File: src/rtl/mw_chk_pkg.sv
package mw_chk_pkg;
  localparam int unsigned NRULE  = 5;
  localparam int unsigned CODE_W = 4;

  typedef enum logic [1:0] {
    MEM_IDLE  = 2'd0,
    MEM_READ  = 2'd1,
    MEM_WRITE = 2'd2,
    MEM_WAIT  = 2'd3
  } mem_fn_e;

  // rule index into the flag vector; code reported = index + 1
  typedef enum int unsigned {
    RULE_CONTEND = 0,
    RULE_FLOAT   = 1,
    RULE_MBR_EARLY = 2,
    RULE_ALU_NOIN  = 3,
    RULE_MEM_OVLP  = 4
  } rule_e;
endpackage

File: src/rtl/mw_err_log.sv
module mw_err_log
  import mw_chk_pkg::*;
#(
  parameter int unsigned AW = 8
) (
  input  logic              clk_i,
  input  logic              rst_ni,
  input  logic              clear_i,
  input  logic              step_i,
  input  logic [AW-1:0]     uaddr_i,
  input  logic [NRULE-1:0]  viol_i,
  output logic [NRULE-1:0]  err_o,
  output logic              first_vld_o,
  output logic [AW-1:0]     first_addr_o,
  output logic [CODE_W-1:0] first_code_o
);
  logic [NRULE-1:0]  hit;
  logic [NRULE-1:0]  base_err;
  logic              base_vld;
  logic [CODE_W-1:0] enc;

  assign hit      = step_i ? viol_i : '0;
  assign base_err = clear_i ? '0 : err_o;
  assign base_vld = clear_i ? 1'b0 : first_vld_o;

  // lowest-numbered rule wins
  always_comb begin
    enc = '0;
    for (int i = NRULE - 1; i >= 0; i--) begin
      if (hit[i]) enc = CODE_W'(i + 1);
    end
  end

  always_ff @(posedge clk_i or negedge rst_ni) begin
    if (!rst_ni) begin
      err_o        <= '0;
      first_vld_o  <= 1'b0;
      first_addr_o <= '0;
      first_code_o <= '0;
    end else begin
      err_o <= base_err | hit;
      if (|hit && !base_vld) begin
        first_vld_o  <= 1'b1;
        first_addr_o <= uaddr_i;
        first_code_o <= enc;
      end else if (clear_i) begin
        first_vld_o  <= 1'b0;
        first_addr_o <= '0;
        first_code_o <= '0;
      end
    end
  end

  a_r8_first_held: assert property (@(posedge clk_i) disable iff (!rst_ni)
    (first_vld_o && !clear_i) |=> (first_vld_o && $stable(first_addr_o) && $stable(first_code_o)));
  a_r8_code_range: assert property (@(posedge clk_i) disable iff (!rst_ni)
    first_vld_o |-> (first_code_o >= 1 && first_code_o <= CODE_W'(NRULE)));
  a_r7_sticky: assert property (@(posedge clk_i) disable iff (!rst_ni)
    !clear_i |=> ((err_o & $past(err_o)) == $past(err_o)));
  a_r7_clear_empties: assert property (@(posedge clk_i) disable iff (!rst_ni)
    (clear_i && !step_i) |=> (err_o == '0 && !first_vld_o));
endmodule

File: config.mk
export PLATFORM = sky130hd
export DESIGN_NAME = mw_err_log
export DESIGN_NICKNAME = d
export VERILOG_FILES = /design/src/rtl/mw_chk_pkg.sv /design/src/rtl/mw_err_log.sv
export SDC_FILE = /design/constraint.sdc
export NUM_CORES = 1
export LEC_CHECK = 0
export ABC_AREA = 0
export BUFFER_PORTS_ARGS = -buffer_cell sky130_fd_sc_hd__buf_4
export CORE_MARGIN = 2
export CORE_UTILIZATION = 45
export CTS_BUF_LIST = sky130_fd_sc_hd__clkbuf_2
export DETAILED_ROUTE_END_ITERATION = 10
export PLACE_DENSITY = 0.9
export SYNTH_ARGS = -nofsm -noshare
export SYNTH_HDL_FRONTEND = slang
export SYNTH_SLANG_ARGS = --single-unit
File: constraint.sdc
create_clock -name clk_i -period 1.8 [get_ports clk_i]
set_input_delay 0.27 -clock clk_i [delete_from_list [all_inputs] [get_ports clk_i]]
set_output_delay 0.27 -clock clk_i [all_outputs]
set_load 0.005 [all_outputs]
==> results.md <==
* Syn Nets at 80
* Final Slew Violations at 0
* Clock slew at reported path FFs at around 0.16 ns
* Worst-path fanout max at 9
* Top Ports at 35
* Least-Margin Pin Slew at 0.588 ns
* Startpoint types: flip-flop
* Die height at 43.8 um
* Site row count at 14
* Sink Count at 17
* Overall power at 780 uW
* Gp weighted congestion at 0.779
* Antenna diodes at 0
* Vias in the first global route at 575
* Syn Std Cell Area at 714 um2
* Crit-path leading delay family: simple AND/OR/NAND/NOR gates
* Initial Utilization at 0.480
* First-pass GRT wire length at ~2.7 mm
* WP buf/inv at 1
* Worst min path class: input port to flip-flop
* Core area at 0.00149 mm2
* P_leak at approximately 0.00053 uW
* Crit-path slowest cell: nor2_1
* Outcome: complete, no violations
* Crit path DAT at 1.68 ns
* M3 GR Usage at 0.0417
* Top cell type's share of synthesized area at 0.595
* Yosys reg bits at 17
* Dominant cell type by area after synthesis: dfrtp_1
* Fmax at 0.690 GHz
* Final Hold Fails at 0
* Main flop type after synthesis: dfrtp_1
* Post-CTS Hold Fix Bufs at 1
* DR vias at between 600 and 700
* Element type at the critical path end: flip-flop
* Layout cell share with drive strength beyond 1 at 0.398
* Critical-path cell list: inv_1, o21ai_0, nor2_1, a22o_1
* Setup WS pre-CTS at 0.224 ns
* Slowest stage delay, CP at between 0.4 and 0.5 ns
* Yosys cell types at 19
* Largest buffer count on any clock path at 2
* Area grow syn2layout at 39.6%
* Gr usage total at 0.190
* Clock Skew at 0.00798 ns
* Worst path required time at ~2 ns
* Setup repair after global routing missed its margin: no
* DRT iter0 DRCs at 13
* Minimum clock period at 1.45 ns
* WS Path Type: flip-flop to flip-flop
* Cell-internal power at 574 uW
* Per-cell routed wire length at 14.0 um
* Vias per std cell at 5.35
* Most used routing layer: met2
* Antenna Nets Post-Route at 0
* Logic pwr share at 0.217
* Number of synthesized flops with an enable pin at 0
* Clock latency on the worst-skew pair at 0.29 ns
* Worst setup margin at roughly 0.35 ns
* Number of max-cap violations at 0
* Switching power at 206 uW
* Sw Share at 0.264
* Util after Layout at 0.670
* Post-synth top cells: dfrtp_1 (17), a22o_1 (10), inv_1 (7), nand2_1 (6), o21ai_0 (6)
* Largest net degree at the start of global routing at 18
* GRT met2 Usage at 0.309
* Largest cells by area after synthesis: dfrtp_1 (60%), a22o_1 (12%), o21ai_0 (4.2%), a221oi_4 (3.7%), inv_1 (3.7%)
* Port Buffers at 33
* Residual DRC at 0
* Pre-antenna DRT Iters at 4
* Clock network power share at 0.222
* Gr ovfl total at 0
* Horiz. Die Dim at between 40 and 50 um
* Most common cell in the synthesized netlist: dfrtp_1
* Synth Area per Inst at approximately 11 um2
* Fin crit share at 0.805
* Setup Viol. Count Final at 0
* CTS HTree Levels at 1
* Slew Limit Headroom at 0.606
* Die area at 0.00192 mm2
* Cell Count, Final, Fillers Out at 114
* Seq pwr share at 0.561
* Synth warn at 0
* Final #Nets at 116
* Setup TNS Final at 0 ns
* Root Buffer: clkbuf_2
* Inserted Clock Buffers at 3
* Max VDD drop at 0.585 mV
* Synth async-reset ratio at 1.00
* CTS tree: built
* Post-Syn Instances at 63
* Placed Instances at 109
* Total wire length at 1.60 mm
* Initial antenna violation count at 0
* Power Dens Cells at between 700 and 800 mW/mm2
* Sequential share of the synthesized area at 0.595
* GR Layer Usage met1 at 0.246
* Resized cells post-CTS at 0
* Post-CTS setup buffer count at 0
## placed cells by master (no fill, tap or decap), drive strengths merged
master       instances
nor3                 1
o31ai                1
a22o                10
dfrtp               17
a221oi               1
conb                 1
or3                  1
o21a                 1
buf                 33
nor2b                1
a21oi                2
o21bai               1
a2bb2oi              1
clkbuf               4
inv                  7
o21ai                6
nand2b               1
nand2                6
nor2                 2
dlygate4sd3          1
## path summary, 6_finish.rpt
path,endpoint,cells past startpoint,from,slack (ns)
worst max register to register,first_addr_o[1]$_DFFE_PN0P_,4,first_vld_o$_DFF_PN0_,0.35
worst max-delay path,first_addr_o[1]$_DFFE_PN0P_,4,first_vld_o$_DFF_PN0_,0.35
worst min register to register,first_code_o[1]$_DFFE_PN0P_,2,first_code_o[1]$_DFFE_PN0P_,0.51
max in group asynchronous,err_o[2]$_DFF_PN0_,2,rst_ni,1.26
worst min-delay path,first_code_o[1]$_DFFE_PN0P_,2,viol_i[0],0.16
min in group asynchronous,first_addr_o[2]$_DFFE_PN0P_,2,rst_ni,0.35
## layer usage
metal,vias to the layer above,part of all wire
li1,293,-
met1,282,0.43
met2,33,0.47
met3,2,0.096
met4,0,0.012
met5,-,0
## cells by family after synthesis
group,count (synthesis),synth area share
AOI/OAI and AO/OA,23,0.259
buffers and inverters,10,0.0578
DFF,17,0.595
other,1,0.00525
and+or+nand+nor,12,0.0823
## final cells by class
class                   count  area, um2
clock buffers               4       20.0
repair buffers             34        258
flip-flops and latches     17        425
fillers                   121        492
inverters                   7       26.3
well taps                  16       20.0
multi-input cells          36        248
## sequential cells by signal (all words and copies together), names as in the netlist
signal,count
first_code_o,3
first_vld_o,1
err_o,5
first_addr_o,8
## worst reg2reg max path, stage by stage (launching register included)
cell and delay [ns]:
dfrtp_1 0.42, inv_1 0.14, o21ai_0 0.13, nor2_1 0.49, a22o_1 0.22
## power by group through the flow
stage | clock network (uW) | logic [uW] | registers [uW]
detailed placement | 0 | 169 | 445
global placement | 0 | 163 | 445
global route | 192 | 187 | 442
finish | 173 | 169 | 438
floorplan | 0 | 62.2 | 446
CTS | 176 | 171 | 438
## through the flow
stage | cell area [um2] | hold slack (ns)
global placement | 967 | 0.140
detailed placement | 967 | 0.143
global route | 997 | 0.167
CTS | 997 | 0.162
finish | 997 | 0.164
floorplan | 714 | -0.0256
Note: power is estimated with default switching activity, not from simulation.
